[config.mk]
export PLATFORM = sky130hd
export DESIGN_NAME = sdr_burst_seq
export DESIGN_NICKNAME = d
export VERILOG_FILES = /design/src/rtl/sdr_burst_pkg.sv /design/src/rtl/sdr_mode_reg.sv /design/src/rtl/sdr_burst_ctl.sv /design/src/rtl/sdr_col_map.sv /design/src/rtl/sdr_burst_seq.sv
export SDC_FILE = /design/constraint.sdc
export NUM_CORES = 1
export LEC_CHECK = 0
export CORE_MARGIN = 2
export CORE_UTILIZATION = 35
export DETAILED_ROUTE_END_ITERATION = 6
export PLACE_DENSITY_LB_ADDON = 0.1
export SLEW_MARGIN = 40
export SYNTH_ARGS = -nofsm -noshare
export SYNTH_HDL_FRONTEND = slang
export SYNTH_SLANG_ARGS = --single-unit
[constraint.sdc]
create_clock -name clk -period 8.8 [get_ports clk]
set_clock_uncertainty 0.05 [all_clocks]
set_input_delay 2.64 -clock clk [delete_from_list [all_inputs] [get_ports clk]]
set_output_delay 2.64 -clock clk [all_outputs]
set_load 0.03 [all_outputs]
[src/rtl/sdr_burst_pkg.sv]
// Package: shared types and field positions for the burst column sequencer.
// Assumes the mode word is 12 bits wide with fixed field positions.
package sdr_burst_pkg;

    typedef enum logic [2:0] {
        BL_ONE   = 3'd0,
        BL_TWO   = 3'd1,
        BL_FOUR  = 3'd2,
        BL_EIGHT = 3'd3,
        BL_ROW   = 3'd7
    } blen_e;

    typedef struct packed {
        blen_e len;
        logic  ilv;
        logic  lat3;
        logic  wr_single;
    } mode_t;

    localparam int MODE_W   = 12;
    localparam int F_LEN_LO = 0;
    localparam int F_TYPE   = 3;
    localparam int F_LAT_LO = 4;
    localparam int F_OP_LO  = 7;
    localparam int F_WB     = 9;

    localparam mode_t MODE_RST = '{len: BL_ONE, ilv: 1'b0, lat3: 1'b0, wr_single: 1'b0};

endpackage

[src/rtl/sdr_mode_reg.sv]
// Module: sdr_mode_reg
// Decodes and holds the burst mode word. Any reserved or unsupported field
// makes the stored length single-beat and sets the error flag.
// Assumes: load is a one-cycle strobe; word bits above the write-single bit are don't-care.
module sdr_mode_reg
    import sdr_burst_pkg::*;
(
    input  logic              clk,
    input  logic              rst_n,
    input  logic              load,
    input  logic [MODE_W-1:0] word,
    output mode_t             mode_q,
    output logic              err_q
);

    logic [2:0] len_code;
    logic [2:0] lat_code;
    logic       len_ok;
    logic       lat_ok;
    logic       op_ok;
    logic       bad;
    mode_t      dec;

    // Check each field of the incoming word and build the decoded mode.
    always_comb begin
        len_code = word[F_LEN_LO +: 3];
        lat_code = word[F_LAT_LO +: 3];
        unique case (len_code)
            3'b000, 3'b001, 3'b010, 3'b011: len_ok = 1'b1;
            3'b111:                         len_ok = !word[F_TYPE];
            default:                        len_ok = 1'b0;
        endcase
        lat_ok        = (lat_code == 3'b010) || (lat_code == 3'b011);
        op_ok         = (word[F_OP_LO +: 2] == 2'b00);
        bad           = !(len_ok && lat_ok && op_ok);
        dec.len       = bad ? BL_ONE : blen_e'(len_code);
        dec.ilv       = word[F_TYPE];
        dec.lat3      = lat_ok && (lat_code == 3'b011);
        dec.wr_single = word[F_WB];
    end

    // Store the decoded mode and the error flag on a load strobe.
    always_ff @(posedge clk) begin
        if (!rst_n) begin
            mode_q <= MODE_RST;
            err_q  <= 1'b0;
        end else if (load) begin
            mode_q <= dec;
            err_q  <= bad;
        end
    end

endmodule

[src/rtl/sdr_burst_ctl.sv]
// Module: sdr_burst_ctl
// Captures the burst setup at start and runs the beat counter.
// It decides when the burst ends: on the last beat of a fixed length or on a stop.
// Assumes: COL_W >= 3 so an eight-beat block fits in a row.
module sdr_burst_ctl
    import sdr_burst_pkg::*;
#(
    parameter int COL_W = 10
) (
    input  logic             clk,
    input  logic             rst_n,
    input  logic             start,
    input  logic             is_wr,
    input  logic [COL_W-1:0] start_col,
    input  logic             stop,
    input  mode_t            mode,
    output logic             active,
    output logic [COL_W-1:0] cnt,
    output logic [COL_W-1:0] base,
    output logic [COL_W-1:0] mask,
    output logic             ilv,
    output logic             last
);

    localparam logic [COL_W-1:0] ROW_MASK = {COL_W{1'b1}};

    logic [COL_W-1:0] mask_d;
    logic             full_d;
    logic             full_q;

    // Turn the stored length and the write override into a wrap mask.
    always_comb begin
        unique case (mode.len)
            BL_TWO:   mask_d = COL_W'(1);
            BL_FOUR:  mask_d = COL_W'(3);
            BL_EIGHT: mask_d = COL_W'(7);
            BL_ROW:   mask_d = ROW_MASK;
            default:  mask_d = '0;
        endcase
        full_d = (mode.len == BL_ROW);
        if (is_wr && mode.wr_single) begin
            mask_d = '0;
            full_d = 1'b0;
        end
    end

    // The final beat of a fixed-length burst is reached when the count hits the mask.
    always_comb begin
        last = active && !full_q && (cnt == mask);
    end

    // Start, advance and end the burst.
    always_ff @(posedge clk) begin
        if (!rst_n) begin
            active <= 1'b0;
            cnt    <= '0;
            base   <= '0;
            mask   <= '0;
            ilv    <= 1'b0;
            full_q <= 1'b0;
        end else if (start) begin
            active <= 1'b1;
            cnt    <= '0;
            base   <= start_col;
            mask   <= mask_d;
            ilv    <= mode.ilv;
            full_q <= full_d;
        end else if (active) begin
            if (stop || last) begin
                active <= 1'b0;
            end else begin
                cnt <= cnt + COL_W'(1);
            end
        end
    end

endmodule

[src/rtl/sdr_col_map.sv]
// Module: sdr_col_map
// Combinational map from the start column and beat count to the column address.
// Bits above the mask stay fixed. Bits under it follow sequential or XOR order.
// Assumes: cnt never exceeds mask, so the XOR stays inside the block.
module sdr_col_map #(
    parameter int COL_W = 10
) (
    input  logic [COL_W-1:0] base,
    input  logic [COL_W-1:0] cnt,
    input  logic [COL_W-1:0] mask,
    input  logic             ilv,
    output logic [COL_W-1:0] addr
);

    logic [COL_W-1:0] seq_off;
    logic [COL_W-1:0] ilv_off;
    logic [COL_W-1:0] off;

    // Choose the in-block offset and join it with the fixed upper bits.
    always_comb begin
        seq_off = base + cnt;
        ilv_off = base ^ cnt;
        off     = ilv ? ilv_off : seq_off;
        addr    = (base & ~mask) | (off & mask);
    end

endmodule

[src/rtl/sdr_burst_seq.sv]
// Module: sdr_burst_seq (top)
// Mode register plus burst column sequencer. It emits one column per clock from
// the cycle after burst_start.
// Assumes: a burst started in the same cycle as a mode load uses the old mode.
module sdr_burst_seq
    import sdr_burst_pkg::*;
#(
    parameter int COL_W = 10
) (
    input  logic             clk,
    input  logic             rst_n,
    input  logic             mode_load,
    input  logic [11:0]      mode_bus,
    input  logic             burst_start,
    input  logic             burst_write,
    input  logic [COL_W-1:0] start_col,
    input  logic             burst_stop,
    output logic             col_valid,
    output logic [COL_W-1:0] col_addr,
    output logic             col_last,
    output logic             cas_lat3,
    output logic             mode_err
);

    mode_t            mode_q;
    logic             active;
    logic [COL_W-1:0] cnt;
    logic [COL_W-1:0] base;
    logic [COL_W-1:0] mask;
    logic             ilv;
    logic             last;

    sdr_mode_reg u_mode (
        .clk    (clk),
        .rst_n  (rst_n),
        .load   (mode_load),
        .word   (mode_bus),
        .mode_q (mode_q),
        .err_q  (mode_err)
    );

    sdr_burst_ctl #(.COL_W(COL_W)) u_ctl (
        .clk       (clk),
        .rst_n     (rst_n),
        .start     (burst_start),
        .is_wr     (burst_write),
        .start_col (start_col),
        .stop      (burst_stop),
        .mode      (mode_q),
        .active    (active),
        .cnt       (cnt),
        .base      (base),
        .mask      (mask),
        .ilv       (ilv),
        .last      (last)
    );

    sdr_col_map #(.COL_W(COL_W)) u_map (
        .base (base),
        .cnt  (cnt),
        .mask (mask),
        .ilv  (ilv),
        .addr (col_addr)
    );

    // Drive the handshake outputs from the controller and mode register.
    always_comb begin
        col_valid = active;
        col_last  = last;
        cas_lat3  = mode_q.lat3;
    end

endmodule

==> results of run 1 <==
## report_power, final
part           total (µW)  internal, µW  switching, µW
Sequential            162           158           3.95
Clock                 181           121           60.6
Combinational        53.2          27.5           25.8
## per-layer routing
layer	wire, µm	track usage (%)
met1	2305	19.97
met2	2175	26.72
met4	76	6.102
met3	231	4.000
met5	0	0
## metrics by stage
step,instances,util (%)
2_1_floorplan,243,-
3_3_place_gp,348,43.39
3_5_place_dp,348,43.39
4_1_cts,356,45.83
5_1_grt,356,45.87
6_report,356,45.87
## flip-flops by register name, summed over array words and instances (netlist names)
| signal | cells |
|---|---|
| u_ctl.active | 1 |
| u_ctl.ilv | 1 |
| u_mode.err_q | 1 |
| u_ctl.cnt | 10 |
| u_ctl.base | 10 |
| u_ctl.mask | 4 |
| u_ctl.full_q | 1 |
| u_mode.mode_q | 6 |
## critical path, delay by kind of cell, from the launching register on
family	cells	cell delay, ns
AOI/OAI and AO/OA	5	1.24
DFF	1	0.37
buffers and inverters	1	0.68
adders and majority gates	2	0.70
## final cells by class
class / instances / area (µm²) / area share, %
Timing Repair Buffer: 40 / 397.9 / 14.83
Sequential cell: 34 / 680.7 / 25.36
Clock inverter: 2 / 60.06 / 2.238
Clock buffer: 6 / 82.58 / 3.077
Tap cell: 75 / 93.84 / 3.497
Multi-Input combinational cell: 197 / 1361 / 50.72
Inverter: 2 / 7.507 / 0.2797
## placed cells by master, fill, tap and decap left out, types with 2 or more instances in the layout
| cell type | count |
|---|---|
| o21bai_1 | 2 |
| a21o_1 | 2 |
| a31oi_1 | 4 |
| o21ai_0 | 14 |
| nor2_1 | 14 |
| dfxtp_1 | 34 |
| or4_1 | 3 |
| o31ai_1 | 2 |
| nand3_1 | 6 |
| bufinv_16 | 2 |
| clkdlybuf4s50_1 | 39 |
| nor3_1 | 3 |
| a211oi_1 | 2 |
| o211ai_1 | 2 |
| nor4_1 | 2 |
| mux2i_1 | 16 |
| o21a_1 | 3 |
| clkbuf_8 | 6 |
| xnor2_1 | 7 |
| nor2b_1 | 22 |
| or3_1 | 7 |
| and4_1 | 2 |
| ha_1 | 10 |
| nand2_1 | 20 |
| nand2b_1 | 5 |
| nand3b_1 | 2 |
| nand4_1 | 4 |
| a21oi_1 | 16 |
| and3_1 | 2 |
| a21boi_0 | 3 |
| inv_1 | 2 |
## logic make-up after synthesis
| family | Yosys count | synth area share (%) |
|---|---|---|
| buffers and inverters | 12 | 2.570 |
| flip-flops | 34 | 32.52 |
| AO/OA/AOI/OAI | 60 | 18.71 |
| multiplexers | 17 | 8.189 |
| XOR/XNOR | 7 | 2.929 |
| adder cells (fa/ha/maj) | 12 | 7.412 |
| AND/OR/NAND/NOR | 101 | 27.67 |
## worst paths after layout
check | from | endpoint | slack [ns] | cells past startpoint
worst max register to register | u_ctl.mask[8] | u_ctl.active | 6.62 | 5
worst min-delay path | u_ctl.full_q | u_ctl.full_q | 0.40 | 2
worst max-delay path | u_ctl.cnt[0] | col_addr[8] | 2.82 | 8
worst min register to register | u_ctl.full_q | u_ctl.full_q | 0.40 | 2
==> results.sh, run 1 <==
export IMPL_status="finished clean"
export IMPL_cts_hold_buf=0
export IMPL_start_util_pct=35.78
export IMPL_synth_area_leaders="dfxtp_1 (33%), mux2i_1 (7.7%), nor2b_1 (6.9%)"
export IMPL_ant_nets=0
export IMPL_drt_pass1_iter_count=4
export IMPL_cp_slowest_cell="clkdlybuf4s50_1"
export IMPL_synth_most_common_cell="dfxtp_1"
export IMPL_via_count=1875
export IMPL_leakagePower_uw=0.001030
export IMPL_fin_setup_tns_ns=0
export IMPL_worst_pin_slew_ns=0.7443
export IMPL_crit_required_ns=6.11
export IMPL_fp_dieH_um=81.34
export IMPL_grt_pass1_vias=1769
export IMPL_synth_cell_types=53
export IMPL_syn2layout_area_growth_pct=28.21
export IMPL_die_w_um=81.34
export IMPL_endpoint_kind="output pin"
export IMPL_rows=28
export IMPL_fin_area_um2=2684
export IMPL_layout_setup_ws_ns=2.820
export IMPL_fillers=584
export IMPL_synthesis_instances=243
export IMPL_fin_nets=319
export IMPL_ctsHtreeMaxLevel=2
export IMPL_hp_class="register to register"
export IMPL_gp_congestion=0.8006
export IMPL_cts_tree="yes"
export IMPL_worst_ep_arrival_time_ns=3.29
export IMPL_drt_drc_violations_left=0
export IMPL_place_area_um2=2539
export IMPL_syn_nets=282
export IMPL_p_total_uw=396.8
export IMPL_gr_usage_all_layers_pct=16.09
export IMPL_drive_gt1_share_pct=6.050
export IMPL_ys_warn_count=0
export IMPL_die_area_um2=6615
export IMPL_clock_root_buffer="clkbuf_8"
export IMPL_cts_sinks=34
export IMPL_boundaryPins=42
export IMPL_yosysTopAreaCell="dfxtp_1"
export IMPL_power_density_nw_per_um2=147.8
export IMPL_startpoint_type="register"
export IMPL_path_cells="ha_1, fa_1, a211oi_1, o21bai_1, a2111oi_0, o31ai_1, a31oi_1, clkdlybuf4s50_1"
export IMPL_grt_overflow=0
export IMPL_finalSetupViolCount=0
export IMPL_drt_iter0_markers=85
export IMPL_finalHoldViolations=0
export IMPL_grt_max_degree=24
export IMPL_routed_wl_um=4789
export IMPL_port_buffers=39
export IMPL_rsz0062_at_grt="no"
export IMPL_cts_setup_buffers=0
export IMPL_synth_seq_area_share_pct=32.52
export IMPL_coreArea_um2=5851
export IMPL_cpPeakStageDelay_ns=0.68
export IMPL_cts_path_max_buffers=2
export IMPL_clkTransAtPathRegs_ns=0.07
export IMPL_ir_worst_vdd_mv=0.07821
export IMPL_synth_top_cell_area_share_pct=32.52
export IMPL_period_share_pct=67.95
export IMPL_via_per_inst=5.267
export IMPL_finalCriticalPeriod_ns=5.980
export IMPL_grt_pass1_wl_um=8190
export IMPL_num_antenna_cells=0
export IMPL_hold_ws_ns=0.3963
export IMPL_synthTopCellsByCount="dfxtp_1 (34), nor2b_1 (23), nand2_1 (20)"
export IMPL_netlist_area_um2=2093
export IMPL_antenna_found_initial=0
export IMPL_dp_hpwl_um=3482
export IMPL_synth_edf_count=0
export IMPL_fmax_ghz=0.1672
export IMPL_synth_seq_cells=34
export IMPL_async_reset_ff_share_pct=0
export IMPL_slew_headroom_pct=50.22
export IMPL_crit_type="register to output pin"
export IMPL_place_ws_ns=3.152
export IMPL_cts_buffers_inserted=5
export IMPL_cp_max_fo=6
export IMPL_avgSynthCellArea_um2=8.614
export IMPL_ys_flop_type="dfxtp_1"
export IMPL_clk_latency_ns=0.29
export IMPL_post_cts_resized=0
export IMPL_slew_violations=0
export IMPL_cap_violations=0
export IMPL_wl_per_cell_um=13.45
Note: power is estimated with default switching activity, not from simulation.
==> inputs of run 2 (changes only) <==
==> constraint.sdc (replaced) <==
create_clock -name clk -period 5.8 [get_ports clk]
set_clock_uncertainty 0.05 [all_clocks]
set_input_delay 1.74 -clock clk [delete_from_list [all_inputs] [get_ports clk]]
set_output_delay 1.74 -clock clk [all_outputs]
set_load 0.03 [all_outputs]
==> results.sh, run 2 (synthesis results as in run 1) <==
export IMPL_status="finished clean"
export IMPL_leakagePower_uw=0.001010
export IMPL_path_cells="ha_1, fa_1, a211oi_1, o21bai_1, a2111oi_0, o31ai_1, a31oi_1, clkdlybuf4s50_1"
export IMPL_drt_drc_violations_left=0
export IMPL_dp_hpwl_um=3481
export IMPL_slew_violations=0
export IMPL_coreArea_um2=5851
export IMPL_post_cts_resized=0
export IMPL_cp_max_fo=6
export IMPL_fin_setup_tns_ns=0
export IMPL_cap_violations=0
export IMPL_hp_class="register to register"
export IMPL_gr_usage_all_layers_pct=15.50
export IMPL_wl_met2_um=2116
export IMPL_grt_overflow=0
export IMPL_slew_headroom_pct=58.43
export IMPL_ir_worst_vdd_mv=0.1221
export IMPL_wl_met3_um=236
export IMPL_layout_setup_ws_ns=0.7198
export IMPL_drt_met1_wl_um=2312
export IMPL_worst_pin_slew_ns=0.6228
export IMPL_drt_pass1_iter_count=4
export IMPL_via_count=1829
export IMPL_via_per_inst=5.123
export IMPL_fp_dieH_um=81.34
export IMPL_worst_ep_arrival_time_ns=3.29
export IMPL_grt_max_degree=24
export IMPL_top_layer="met4"
export IMPL_port_buffers=39
export IMPL_wl_per_cell_um=13.20
export IMPL_gp_congestion=0.8115
export IMPL_cpPeakStageDelay_ns=0.69
export IMPL_ctsHtreeMaxLevel=2
export IMPL_cp_slowest_cell="clkdlybuf4s50_1"
export IMPL_final_common_cell="clkdlybuf4s50_1"
export IMPL_rows=28
export IMPL_startpoint_type="register"
export IMPL_rsz0062_at_grt="no"
export IMPL_cp_num_buf_inv=1
export IMPL_clk_latency_ns=0.29
export IMPL_grt_pass1_wl_um=7879
export IMPL_cts_sinks=34
export IMPL_syn2layout_area_growth_pct=25.94
export IMPL_fin_nets=320
export IMPL_clkTransAtPathRegs_ns=0.07
export IMPL_cts_path_max_buffers=2
export IMPL_die_area_um2=6615
export IMPL_cts_buffers_inserted=5
export IMPL_drt_iter0_markers=91
export IMPL_grt_pass1_vias=1705
export IMPL_finalHoldViolations=0
export IMPL_antenna_found_initial=0
export IMPL_critical_path_top_delay_family="compound AO/OA/AOI/OAI gates"
export IMPL_endpoint_kind="output pin"
export IMPL_finalSetupViolCount=0
export IMPL_cts_hold_buf=0
export IMPL_routed_wl_um=4713
export IMPL_finalCriticalPeriod_ns=5.080
export IMPL_cts_setup_buffers=0
export IMPL_boundaryPins=42
export IMPL_start_util_pct=35.78
export IMPL_period_share_pct=87.59
export IMPL_power_density_nw_per_um2=195.0
export IMPL_drive_gt1_share_pct=6.383
export IMPL_cts_tree="yes"
export IMPL_clock_root_buffer="clkbuf_8"
export IMPL_crit_type="register to output pin"
export IMPL_place_ws_ns=1.030
export IMPL_crit_required_ns=4.01
export IMPL_fmax_ghz=0.1968
export IMPL_reg_top3="u_ctl.base: 10 flops, u_ctl.cnt: 10 flops, u_mode.mode_q: 6 flops"
export IMPL_die_w_um=81.34
export IMPL_p_total_uw=514.1
export IMPL_final_cell_mix="clkdlybuf4s50_1 (38), dfxtp_1 (34), nor2b_1 (23)"
export IMPL_num_antenna_cells=0
export IMPL_ant_nets=0
run 2: cell count changes in the layout (fill, tap and decap cells not counted), sizes merged:
cell / previous run / this run
buf: 1 / 3
clkinv: 0 / 1
clkinvlp: 0 / 1
bufinv: 2 / 0
clkdlybuf4s50: 39 / 38
run 2: worst paths after layout:
kind                 startpoint           end  slack [ns]  cells past startpoint
hold reg to reg    u_ctl.full_q  u_ctl.full_q        0.39                      2
hold / removal     u_ctl.full_q  u_ctl.full_q        0.39                      2
setup reg to reg  u_ctl.mask[8]  u_ctl.active        3.61                      5
setup / recovery   u_ctl.cnt[0]   col_addr[8]        0.72                      8
run 2: layer usage:
layer  vias up  track usage (%)
met1       821            19.70
met3         4            4.222
li1        967                -
met2        37            25.08
met4         0            5.593
met5         -                0
run 2: report_power, final:
group | internal (µW) | switching [µW] | leakage (µW)
Combinational | 41.6 | 39.2 | 0.000686
Clock | 95.5 | 91.8 | 0.0000472
Sequential | 240 | 6.01 | 0.000277
Total | 377 | 137 | 0.00101
run 2: per-stage QoR:
step	instances	hold slack [ns]	utilization [%]	area, µm²
after detailed placement	349	0.3860	43.52	2546
after global routing	357	0.4386	45.06	2636
after floorplan	243	0.3728	-	2093
after global placement	349	0.3842	43.52	2546
after CTS	357	0.3973	45.15	2641
final	357	0.3940	45.06	2636
run 2: layout make-up:
cell class	count	area, µm²
Clock inverter	2	12.51
Inverter	2	7.507
Tap cell	75	93.84
Clock buffer	6	82.58
Multi-Input combinational cell	197	1359
Sequential cell	34	680.7
Timing Repair Buffer	41	400.4
Fill cell	599	3214
run 2: worst reg2reg max path, stage by stage (launching register included):
cell      delay [ns]
dfxtp_1         0.72
and4_4          0.32
o211ai_2        0.12
nor3_4          0.50
nor2b_1         0.17
o21a_1          0.20
